[config.mk]
export PLATFORM = sky130hd
export DESIGN_NAME = sdirq_top
export DESIGN_NICKNAME = d
export VERILOG_FILES = /design/src/rtl/sdirq_pkg.sv /design/src/rtl/sdirq_rise.sv /design/src/rtl/sdirq_cdsync.sv /design/src/rtl/sdirq_stat.sv /design/src/rtl/sdirq_top.sv
export SDC_FILE = /design/constraint.sdc
export NUM_CORES = 1
export LEC_CHECK = 0
export ABC_AREA = 1
export ABC_CLOCK_PERIOD_IN_PS = 1200
export BUFFER_PORTS_ARGS = -buffer_cell sky130_fd_sc_hd__buf_2
export CAP_MARGIN = 20
export CORE_MARGIN = 2
export CORE_UTILIZATION = 50
export DETAILED_ROUTE_END_ITERATION = 16
export GPL_ROUTABILITY_DRIVEN = 1
export PLACE_DENSITY = 0.84
export SYNTH_ARGS = -nofsm -noshare
export SYNTH_HDL_FRONTEND = slang
export SYNTH_SLANG_ARGS = --single-unit
[constraint.sdc]
create_clock -name clk -period 1.2 [get_ports clk]
set_input_delay 0.18 -clock clk [delete_from_list [all_inputs] [get_ports clk]]
set_output_delay 0.18 -clock clk [all_outputs]
set_load 0.03 [all_outputs]
[src/rtl/sdirq_pkg.sv]
`timescale 1ns/1ps
package sdirq_pkg;
  localparam int REG_W = 16;
  localparam int ERR_W = 7;

  // register 1 bit positions (software decodes these)
  localparam int S1_RSP    = 0;
  localparam int S1_XFER   = 2;
  localparam int S1_REMOVE = 3;
  localparam int S1_INSERT = 4;
  localparam int S1_CDLVL  = 5;

  // register 2 bit positions
  localparam int S2_ERR0   = 0;
  localparam int S2_DAT0   = 7;
  localparam int S2_RDBUF  = 8;
  localparam int S2_WRBUF  = 9;
  localparam int S2_BUSY   = 14;
  localparam int S2_ILLACC = 15;

  localparam logic [REG_W-1:0] S1_STICKY =
    REG_W'((1 << S1_RSP) | (1 << S1_XFER) | (1 << S1_REMOVE) | (1 << S1_INSERT));
  localparam logic [REG_W-1:0] S2_STICKY =
    REG_W'(((1 << ERR_W) - 1) << S2_ERR0) | REG_W'((1 << S2_RDBUF) | (1 << S2_WRBUF) | (1 << S2_ILLACC));

  typedef enum logic [1:0] {
    A_STAT1 = 2'd0,
    A_STAT2 = 2'd1,
    A_MASK1 = 2'd2,
    A_MASK2 = 2'd3
  } reg_addr_e;

  // next value of a sticky register: zero-write clears, event wins
  function automatic logic [REG_W-1:0] sticky_next(
    input logic [REG_W-1:0] cur,
    input logic             wr,
    input logic [REG_W-1:0] wdata,
    input logic [REG_W-1:0] set,
    input logic [REG_W-1:0] keep
  );
    logic [REG_W-1:0] kept;
    kept = wr ? (cur & wdata) : cur;
    return (kept | set) & keep;
  endfunction

  function automatic logic any_unmasked(
    input logic [REG_W-1:0] stat,
    input logic [REG_W-1:0] mask,
    input logic [REG_W-1:0] keep
  );
    return |(stat & ~mask & keep);
  endfunction
endpackage

[src/rtl/sdirq_rise.sv]
`timescale 1ns/1ps
module sdirq_rise #(
  parameter int W = 2
) (
  input  logic         clk,
  input  logic         rst_n,
  input  logic [W-1:0] lvl_i,
  output logic [W-1:0] pulse_o
);
  logic [W-1:0] prev_q;

  always_ff @(posedge clk or negedge rst_n) begin
    if (!rst_n) prev_q <= '0;
    else        prev_q <= lvl_i;
  end

  assign pulse_o = lvl_i & ~prev_q;


  bufedge_single_chk: assert property (@(posedge clk) disable iff (!rst_n)
    (|pulse_o) |=> ((pulse_o & $past(pulse_o)) == '0));
endmodule

[src/rtl/sdirq_cdsync.sv]
`timescale 1ns/1ps
module sdirq_cdsync #(
  parameter int STAGES = 2
) (
  input  logic clk,
  input  logic rst_n,
  input  logic raw_i,
  output logic level_o,
  output logic rise_o,
  output logic fall_o
);
  localparam int SW = (STAGES < 1) ? 1 : STAGES;
  logic [SW-1:0] chain_q;
  logic          last_q;

  always_ff @(posedge clk or negedge rst_n) begin
    if (!rst_n) begin
      chain_q <= '0;
      last_q  <= 1'b0;
    end else begin
      chain_q[0] <= raw_i;
      for (int i = 1; i < SW; i++) chain_q[i] <= chain_q[i-1];
      last_q <= chain_q[SW-1];
    end
  end

  assign level_o = chain_q[SW-1];
  assign rise_o  = level_o & ~last_q;
  assign fall_o  = ~level_o & last_q;


  cd_rise_once_chk: assert property (@(posedge clk) disable iff (!rst_n)
    rise_o |=> !rise_o);

  cd_fall_once_chk: assert property (@(posedge clk) disable iff (!rst_n)
    fall_o |=> !fall_o);
endmodule

[src/rtl/sdirq_stat.sv]
`timescale 1ns/1ps
module sdirq_stat #(
  parameter int                        W    = 16,
  parameter logic [W-1:0]              KEEP = '1
) (
  input  logic         clk,
  input  logic         rst_n,
  input  logic         wr_i,
  input  logic [W-1:0] wdata_i,
  input  logic [W-1:0] set_i,
  output logic [W-1:0] q_o
);
  logic [W-1:0] q;

  always_ff @(posedge clk or negedge rst_n) begin
    if (!rst_n) q <= '0;
    else        q <= sdirq_pkg::sticky_next(q, wr_i, wdata_i, set_i, KEEP);
  end

  assign q_o = q;


  event_wins_chk: assert property (@(posedge clk) disable iff (!rst_n)
    (|(set_i & KEEP)) |=> ((q & $past(set_i & KEEP)) == $past(set_i & KEEP)));

  no_spurious_clear_chk: assert property (@(posedge clk) disable iff (!rst_n)
    !wr_i |=> (($past(q) & ~q) == '0));

  one_write_keeps_chk: assert property (@(posedge clk) disable iff (!rst_n)
    (wr_i && (wdata_i == '1)) |=> (($past(q) & ~q) == '0));
endmodule

[src/rtl/sdirq_top.sv]
`timescale 1ns/1ps
module sdirq_top #(
  parameter int          CD_SYNC_STAGES = 2,
  parameter logic [15:0] MASK_RESET     = 16'hFFFF
) (
  input  logic        clk,
  input  logic        rst_n,
  input  logic        evt_rsp_done,
  input  logic        evt_xfer_done,
  input  logic [6:0]  err_pulse,
  input  logic        evt_ill_access,
  input  logic        rdbuf_lvl,
  input  logic        wrbuf_lvl,
  input  logic        card_det,
  input  logic        dat0_lvl,
  input  logic        cmd_busy_lvl,
  input  logic        reg_wr,
  input  logic [1:0]  reg_addr,
  input  logic [15:0] reg_wdata,
  output logic [15:0] reg_rdata,
  output logic        irq
);
  import sdirq_pkg::*;

  logic             cd_level, cd_rise, cd_fall;
  logic [1:0]       buf_pulse;
  logic [REG_W-1:0] set1, set2, st1, st2, mask1_q, mask2_q;
  logic             wr_st1, wr_st2;
  reg_addr_e        addr;

  assign addr = reg_addr_e'(reg_addr);

  sdirq_cdsync #(.STAGES(CD_SYNC_STAGES)) u_cd (
    .clk(clk), .rst_n(rst_n), .raw_i(card_det),
    .level_o(cd_level), .rise_o(cd_rise), .fall_o(cd_fall)
  );

  sdirq_rise #(.W(2)) u_buf (
    .clk(clk), .rst_n(rst_n), .lvl_i({wrbuf_lvl, rdbuf_lvl}), .pulse_o(buf_pulse)
  );

  always_comb begin
    set1 = '0;
    set1[S1_RSP]    = evt_rsp_done;
    set1[S1_XFER]   = evt_xfer_done;
    set1[S1_REMOVE] = cd_fall;
    set1[S1_INSERT] = cd_rise;
    set2 = '0;
    set2[S2_ERR0 +: ERR_W] = err_pulse;
    set2[S2_RDBUF]  = buf_pulse[0];
    set2[S2_WRBUF]  = buf_pulse[1];
    set2[S2_ILLACC] = evt_ill_access;
  end

  assign wr_st1 = reg_wr && (addr == A_STAT1);
  assign wr_st2 = reg_wr && (addr == A_STAT2);

  sdirq_stat #(.W(REG_W), .KEEP(S1_STICKY)) u_st1 (
    .clk(clk), .rst_n(rst_n), .wr_i(wr_st1), .wdata_i(reg_wdata), .set_i(set1), .q_o(st1)
  );

  sdirq_stat #(.W(REG_W), .KEEP(S2_STICKY)) u_st2 (
    .clk(clk), .rst_n(rst_n), .wr_i(wr_st2), .wdata_i(reg_wdata), .set_i(set2), .q_o(st2)
  );

  always_ff @(posedge clk or negedge rst_n) begin
    if (!rst_n) begin
      mask1_q <= MASK_RESET;
      mask2_q <= MASK_RESET;
    end else if (reg_wr) begin
      if (addr == A_MASK1) mask1_q <= reg_wdata;
      if (addr == A_MASK2) mask2_q <= reg_wdata;
    end
  end

  always_comb begin
    unique case (addr)
      A_STAT1: begin
        reg_rdata = st1;
        reg_rdata[S1_CDLVL] = cd_level;
      end
      A_STAT2: begin
        reg_rdata = st2;
        reg_rdata[S2_DAT0] = dat0_lvl;
        reg_rdata[S2_BUSY] = cmd_busy_lvl;
      end
      A_MASK1: reg_rdata = mask1_q;
      default: reg_rdata = mask2_q;
    endcase
  end

  assign irq = any_unmasked(st1, mask1_q, S1_STICKY) | any_unmasked(st2, mask2_q, S2_STICKY);


  irq_masked_chk: assert property (@(posedge clk) disable iff (!rst_n)
    ((mask1_q == '1) && (mask2_q == '1)) |-> !irq);

  reset_quiet_chk: assert property (@(posedge clk) disable iff (!rst_n)
    $rose(rst_n) |-> !irq);
endmodule

==> flow_summary.json, run 1 <==
{
  "area_delta_synth_final_pct": 36.3,
  "outcome": "finished, violations left",
  "finalSetupTns_ns": -3.34,
  "avgSynthCellArea_um2": 8.38,
  "layout-drive-gt1-share_pct": 42.7,
  "place_ws_ns": -0.0859,
  "n_fill_cell": 327,
  "synth.distinct_cells": 17,
  "post-dp-hpwl_um": 3750,
  "rsz0062_at_grt": "true",
  "max-clock-path-buffers": 2,
  "fmax_mhz": 624,
  "violations": "negative setup slack",
  "r2r_start": "mask2_q[4]$_DFFE_PN1P_",
  "switchingPower_mw": 1.27,
  "drc": 0,
  "clk_transition_reported_paths_ns": 0.09,
  "die_width_um": 72.2,
  "antenna_found_initial": 0,
  "crit_type": "flip-flop to output pin",
  "setup_viol": 17,
  "fin_skew_ns": 0.00254,
  "first_iter_violations": 142,
  "hold_depth": 3,
  "leakagePower_nw": 1.58,
  "p_int_mw": 2.96,
  "dr.pass1.iters": 4,
  "critPathBufInv": 2,
  "grt_usage_pct": 23.0,
  "r2r_slack_ns": 0.27,
  "cap_violations": 0,
  "rows": 24,
  "die_h_um": 72.2,
  "place_congestion": 0.853,
  "cts_buffers": 5,
  "critPathMaxStageDelay_ns": 0.55,
  "cp.required_ns": 1.02,
  "cp_top_family": "flip-flops",
  "cts-htree-levels": 2,
  "synth_cells": 278,
  "synth.mux.area_fraction_pct": 0,
  "crit_fanout": 2,
  "cp.arrival_ns": 1.42,
  "hold_path.class": "input port to flip-flop",
  "slew_viol_final": 0,
  "synth-simple-area-share_pct": 20.2,
  "critPathLaunchType": "flip-flop",
  "worst_pin_slew_ns": 0.322,
  "grt_overflow": 0,
  "coreArea_um2": 4410,
  "cts_tree": "done",
  "ys_seq_elements": 51,
  "r2r_cells": 4,
  "ir_worst_vdd_v": 0.000920,
  "pwr-share-seq_pct": 51.8,
  "met3_usage_pct": 5.42,
  "combPwrFrac_pct": 25.5,
  "synth_compound_area_share_pct": 14.4,
  "hold_path_end": "u_st2.q_o[6]$_DFF_PN0_",
  "die-area_um2": 5220,
  "swShare_pct": 30.0,
  "grt-busiest-layer": "met2",
  "synthXorXnorAreaFrac_pct": 0,
  "ys_seq_area_share_pct": 56.5,
  "hold_viol_final": 0,
  "postRouteWirelength_um": 5750,
  "worstSkewPairLatency_ns": 0.30,
  "final.min_clock_period_ns": 1.60,
  "grt_pass1_vias": 2013,
  "timing.final.crit_share_pct": 134,
  "grt_util_met1_pct": 30.2,
  "synth_top_family_by_area": "simple AND/OR/NAND/NOR gates",
  "p_per_area_nw_per_um2": 1330,
  "start_util_pct": 52.7,
  "cp_slowest_cell": "dfstp_2",
  "ant_nets": 0,
  "fin_ws_ns": -0.404,
  "io_buffer_count": 52,
  "critical-path-top-cell-by-count": "nand3_2",
  "cp-end-kind": "output pin",
  "grtUsageMet2_pct": 37.7,
  "syn_area_um2": 2330,
  "wl_per_cell_um": 13.9,
  "vias": 2089,
  "synth_warnings": 0,
  "relSlewSlack_pct": 78.5,
  "ios": 53,
  "cts.sinks": 51,
  "p_clk_share_pct": 22.8,
  "grt_max_degree": 52,
  "hold_start": "err_pulse[6]",
  "r2r-end": "mask2_q[4]$_DFFE_PN1P_",
  "grt_pass1_wl_um": 9180,
  "synthAdderAreaFrac_pct": 0,
  "power_mw": 4.22,
  "crit_chain": "inv_1 -> nand2_1 -> nand3_2 -> nor2_4 -> nand3_2 -> buf_6",
  "diodes": 0,
  "finalNetCount": 398,
  "avgViaCountPerCell": 5.03,
  "root_buffer": "clkbuf_8",
  "synthesis.nets": 314
}
-- what timing repair did --
action	in CTS	in global routing
gates resized for setup	38	25
hold buffers	4	0
endpoints found under the setup margin	17	17
hold endpoints to repair	22	0
pin swaps	14	8
setup buffers	2	7
-- tightest hold or removal path, stage by stage --
cell,delay [ns]
buf_2,0.07
inv_1,0.03
nand2_1,0.05
-- synth_stat cells --
| cell | number | area [um2] |
|---|---|---|
| dfstp_2 | 32 | 841 |
| nand3_1 | 5 | 25.0 |
| o21ai_0 | 16 | 80.1 |
| inv_1 | 41 | 154 |
| nor2_2 | 1 | 6.26 |
| nand2_2 | 4 | 25.0 |
| nand4_1 | 5 | 31.3 |
| nand2_1 | 92 | 345 |
| o211ai_1 | 5 | 37.5 |
| o21ai_1 | 32 | 160 |
| dfrtp_1 | 19 | 475 |
| inv_2 | 2 | 7.51 |
| o21bai_1 | 3 | 22.5 |
| a22o_1 | 4 | 35.0 |
| nor2_4 | 1 | 11.3 |
| buf_2 | 9 | 45.0 |
| nor2_1 | 7 | 26.3 |
-- flip-flops by register name (all words and copies together) (netlist names) --
| register | count |
|---|---|
| u_st2.q_o | 10 |
| u_cd.last_q | 1 |
| mask1_q | 16 |
| mask2_q | 16 |
| u_buf.prev_q | 2 |
| u_cd.chain_q | 2 |
| u_st1.q_o | 4 |
-- power groups by stage --
stage	Sequential (mW)	Clock (mW)	Combinational (mW)
6_report	2.19	0.961	1.08
5_1_grt	2.21	1.03	1.18
4_1_cts	2.17	0.972	0.975
3_5_place_dp	2.20	0	0.848
3_3_place_gp	2.18	0	0.830
2_1_floorplan	2.17	0	0.518
-- layout make-up --
class	count	area (um2)	share of cell area, %
well taps	52	65.1	2.05
inverters	43	161	5.09
multi-input cells	175	881	27.8
clock buffers	8	80.1	2.52
repair buffers	86	669	21.1
flip-flops and latches	51	1320	41.5
-- how the worst max path moves through the flow --
stage	start	to	slack [ns]	cells past startpoint
final	mask2_q[5]$_DFFE_PN1P_	irq	-0.40	6
after global routing	mask2_q[8]$_DFFE_PN1P_	irq	-0.45	6
after CTS	mask2_q[9]$_DFFE_PN1P_	irq	-0.38	6
after detailed placement	mask2_q[6]$_DFFE_PN1P_	irq	-0.09	6
after global placement	mask2_q[6]$_DFFE_PN1P_	irq	-0.07	6
after floorplan	mask2_q[15]$_DFFE_PN1P_	reg_rdata[15]	-0.04	2
-- kinds of logic (layout without fill, tap and decap cells) --
kind of cell           Yosys count  after routing
AO/OA/AOI/OAI                   60             60
buffers and inverters           52            137
AND/OR/NAND/NOR                115            115
flip-flops                      51             51
-- per-layer routing --
metal | wire (um) | vias to the layer above | part of all wire [%]
li1 | - | 1046 | -
met3 | 293 | 9 | 5.1
met4 | 73 | 0 | 1.3
met1 | 2420 | 978 | 42
met5 | 0 | - | 0
met2 | 2960 | 56 | 52
-- metrics by stage --
step | instance area, um2 | util (%) | hold slack (ns) | instances
2_1_floorplan | 2330 | - | -0.116 | 278
3_3_place_gp | 2820 | 63.9 | 0.186 | 396
3_5_place_dp | 2820 | 63.9 | 0.191 | 396
4_1_cts | 3070 | 69.5 | 0.0512 | 410
5_1_grt | 3170 | 71.9 | 0.0530 | 415
6_report | 3170 | 71.9 | 0.0537 | 415
-- cells in the final DEF (no fill, tap or decap) --
cell type / netlist / final
nand2_1: 92 / 80
inv_1: 41 / 35
buf_2: 9 / 35
o21ai_1: 32 / 33
dfstp_2: 32 / 32
buf_4: 0 / 27
dfrtp_1: 19 / 19
buf_6: 0 / 17
nand2_2: 4 / 16
o21ai_0: 16 / 13
inv_2: 2 / 8
o211ai_1: 5 / 5
nand4_1: 5 / 5
nand3_2: 0 / 5
clkbuf_8: 0 / 5
nor2_1: 7 / 4
a22o_1: 4 / 4
dlygate4sd3_1: 0 / 4
nor2_2: 1 / 3
o21bai_1: 3 / 3
clkbuf_1: 0 / 3
buf_12: 0 / 3
nor2_4: 1 / 2
o21ai_2: 0 / 2
(Power assumes the default switching activity.)
==> run 2, diff against run 1 <==
--- a/config.mk
+++ b/config.mk
@@ -5,7 +5,6 @@
 export SDC_FILE = /design/constraint.sdc
 export NUM_CORES = 1
 export LEC_CHECK = 0
-export ABC_AREA = 1
 export ABC_CLOCK_PERIOD_IN_PS = 1200
 export BUFFER_PORTS_ARGS = -buffer_cell sky130_fd_sc_hd__buf_2
 export CAP_MARGIN = 20
@@ -13,7 +12,7 @@
 export CORE_UTILIZATION = 50
 export DETAILED_ROUTE_END_ITERATION = 16
 export GPL_ROUTABILITY_DRIVEN = 1
-export PLACE_DENSITY = 0.84
+export PLACE_DENSITY = 0.83
 export SYNTH_ARGS = -nofsm -noshare
 export SYNTH_HDL_FRONTEND = slang
 export SYNTH_SLANG_ARGS = --single-unit
==> run 2 against run 1 <==
Against the previous run: the run still ends with negative setup slack left; largest power group unchanged; core utilization is 0.20 points higher; non-clock buffer count unchanged; clock skew rose by 0.00079 ns; total power is 17% higher; first-iteration DRC count is 38% lower; global-route usage decreased by 2.1 points; worst setup slack lost 0.052 ns; count of clock-buffer cells in the layout decreased by 2; sequential share of layout area shrank 2.8 points; highest routed layer unchanged; critical path type unchanged.
==> flow_summary.json, run 2 <==
{
  "grt_overflow": 0,
  "hold_path_end": "u_st2.q_o[5]$_DFF_PN0_",
  "critPathLaunchType": "flip-flop",
  "synth_compound_area_share_pct": 8.17,
  "ys_seq_area_share_pct": 54.1,
  "setup_viol": 17,
  "synth_area_leaders": "dfstp_2 (35%), dfrtp_1 (20%), mux2_2 (13%)",
  "r2r-end": "mask2_q[8]$_DFFE_PN1P_",
  "final.min_clock_period_ns": 1.66,
  "die-area_um2": 5440,
  "synth.mux.area_fraction_pct": 25.9,
  "final_cells": 330,
  "die_h_um": 73.8,
  "crit_fanout": 2,
  "coreArea_um2": 4720,
  "synth_edf_count": 0,
  "r2r_start": "mask2_q[8]$_DFFE_PN1P_",
  "clk_transition_reported_paths_ns": 0.09,
  "hold_start": "err_pulse[5]",
  "r2r_cells": 3,
  "fin_ws_ns": -0.455,
  "cts-htree-levels": 2,
  "synth_common_cells": "dfstp_2 (32), mux2_2 (29), dfrtp_1 (19)",
  "crit_start": "mask2_q[1]$_DFFE_PN1P_",
  "cts.sinks": 51,
  "ir_worst_vdd_v": 0.000819,
  "crit_type": "flip-flop to output pin",
  "synth.most_common_cell": "dfstp_2",
  "grt_usage_pct": 20.9,
  "fmax_mhz": 604,
  "synth.distinct_cells": 23,
  "avgViaCountPerCell": 5.14,
  "slew_viol_final": 0,
  "outcome": "finished, violations left",
  "post-dp-hpwl_um": 3700,
  "start_util_pct": 51.5,
  "cp.arrival_ns": 1.48,
  "fin_skew_ns": 0.00333,
  "synth-simple-area-share_pct": 6.63,
  "root_buffer": "clkbuf_8",
  "hold_viol_final": 0,
  "cts_buffers": 5,
  "cp-end-kind": "output pin",
  "async_flop_share_pct": 100,
  "vias": 1696,
  "synth_flop_cell": "dfstp_2",
  "grt_pass1_vias": 1796,
  "place_congestion": 0.778,
  "critPathMaxStageDelay_ns": 0.55,
  "cp_top_family": "flip-flops",
  "synthesis.nets": 212,
  "cp_slowest_cell": "dfstp_2",
  "postRouteWirelength_um": 5330,
  "io_buffer_count": 52,
  "avgSynthCellArea_um2": 13.8,
  "first_iter_violations": 88,
  "rsz0062_at_grt": "true",
  "ios": 53,
  "cp.required_ns": 1.02,
  "diodes": 0,
  "p_per_area_nw_per_um2": 1460,
  "violations": "negative setup slack",
  "placed_cells": 314,
  "cts_tree": "done",
  "dr.pass1.iters": 4,
  "rows": 25,
  "finalNetCount": 298,
  "wl_per_cell_um": 16.1,
  "synth_cells": 176,
  "die_width_um": 73.8,
  "cap_violations": 0,
  "ant_nets": 0,
  "worst_pin_slew_ns": 0.354,
  "relSlewSlack_pct": 76.4,
  "synth_warnings": 0,
  "syn_area_um2": 2430,
  "antenna_found_initial": 0,
  "max-clock-path-buffers": 2,
  "ys_seq_elements": 51,
  "area_delta_synth_final_pct": 39.9,
  "layout-drive-gt1-share_pct": 70.0,
  "final_cell_mix": "buf_2 (35), dfstp_2 (32), mux2_2 (24)",
  "final_area_um2": 3400,
  "grt_max_degree": 22,
  "leakagePower_nw": 1.58,
  "worstSkewPairLatency_ns": 0.30,
  "synthXorXnorAreaFrac_pct": 0,
  "r2r_slack_ns": 0.25,
  "synth_top_family_by_area": "multiplexers",
  "yosysTopAreaCell": "dfstp_2",
  "critPathBufInv": 3,
  "grt_pass1_wl_um": 8450,
  "hold_path.class": "input port to flip-flop",
  "timing.final.crit_share_pct": 138,
  "hold_depth": 2,
  "synth_top_area_share_pct": 34.6,
  "crit_chain": "inv_2 -> a221oi_2 -> buf_4 -> nand3_2 -> buf_6",
  "drc": 0,
  "layout_commonest_cell": "buf_2",
  "synthAdderAreaFrac_pct": 0,
  "place_area_um2": 3040
}
-- run 2: cell count changes after synthesis, sizes merged, moves of 5 or more --
cell    change
inv        -26
mux2       +39
mux4        +5
nand2      -96
nand2b     +10
nand4       -5
nor2        -8
nor2b       +5
o211ai      -5
o21ai      -32
o22ai       +5
-- run 2: final cells by class --
cell class	instances	area, um2
Clock inverter	2	60.1
Inverter	17	63.8
Fill cell	301	1320
Clock buffer	6	72.6
Multi-Input combinational cell	101	1080
Timing Repair Buffer	86	723
Sequential cell	51	1320
Tap cell	67	83.8
-- run 2: kinds of logic (layout without fill, tap and decap cells) --
| family | count (synthesis) | after routing |
|---|---|---|
| flip-flops | 51 | 51 |
| multiplexers | 48 | 48 |
| AO/OA/AOI/OAI | 31 | 31 |
| buffers and inverters | 24 | 111 |
| AND/OR/NAND/NOR | 22 | 22 |
-- run 2: stage by stage --
stage,total power [mW],setup TNS [ns],setup slack (ns),hold slack [ns],util (%)
after global placement,3.32,-2.46,-0.197,0.0976,64.3
final,4.96,-5.14,-0.455,0.0533,72.1
after CTS,4.97,-5.29,-0.459,0.0448,71.7
after floorplan,2.97,-0.104,-0.0517,-0.116,-
after detailed placement,3.36,-2.76,-0.209,0.100,64.3
after global routing,5.18,-5.83,-0.505,0.0468,72.1
-- run 2: per-layer routing --
layer  GRT usage [%]  wire length [um]  vias up
li1                -                 -      795
met3            4.80               202        5
met5               0                 0        -
met2            35.7              2790       44
met4            6.67                48        0
met1            26.2              2290      852
-- run 2: repair_timing --
item / CTS / global route
buffers inserted: 3 / 1
pin swaps: 4 / 2
hold buffers: 4 / 0
endpoints found under the setup margin: 17 / 17
endpoints found under the hold margin: 9 / 0
gates resized for setup: 45 / 2
-- run 2: worst max-delay path by stage --
stage               end  cells after the start
finish              irq                      5
global route        irq                      5
CTS                 irq                      5
detailed placement  irq                      5
global placement    irq                      5
floorplan           irq                      3
-- run 2: power breakdown --
part	switching, mW	total (mW)	internal [mW]	leakage (nW)
combinational	0.553	1.31	0.755	0.992
sequential	0.153	2.26	2.11	0.525
clock	0.556	1.39	0.833	0.0654
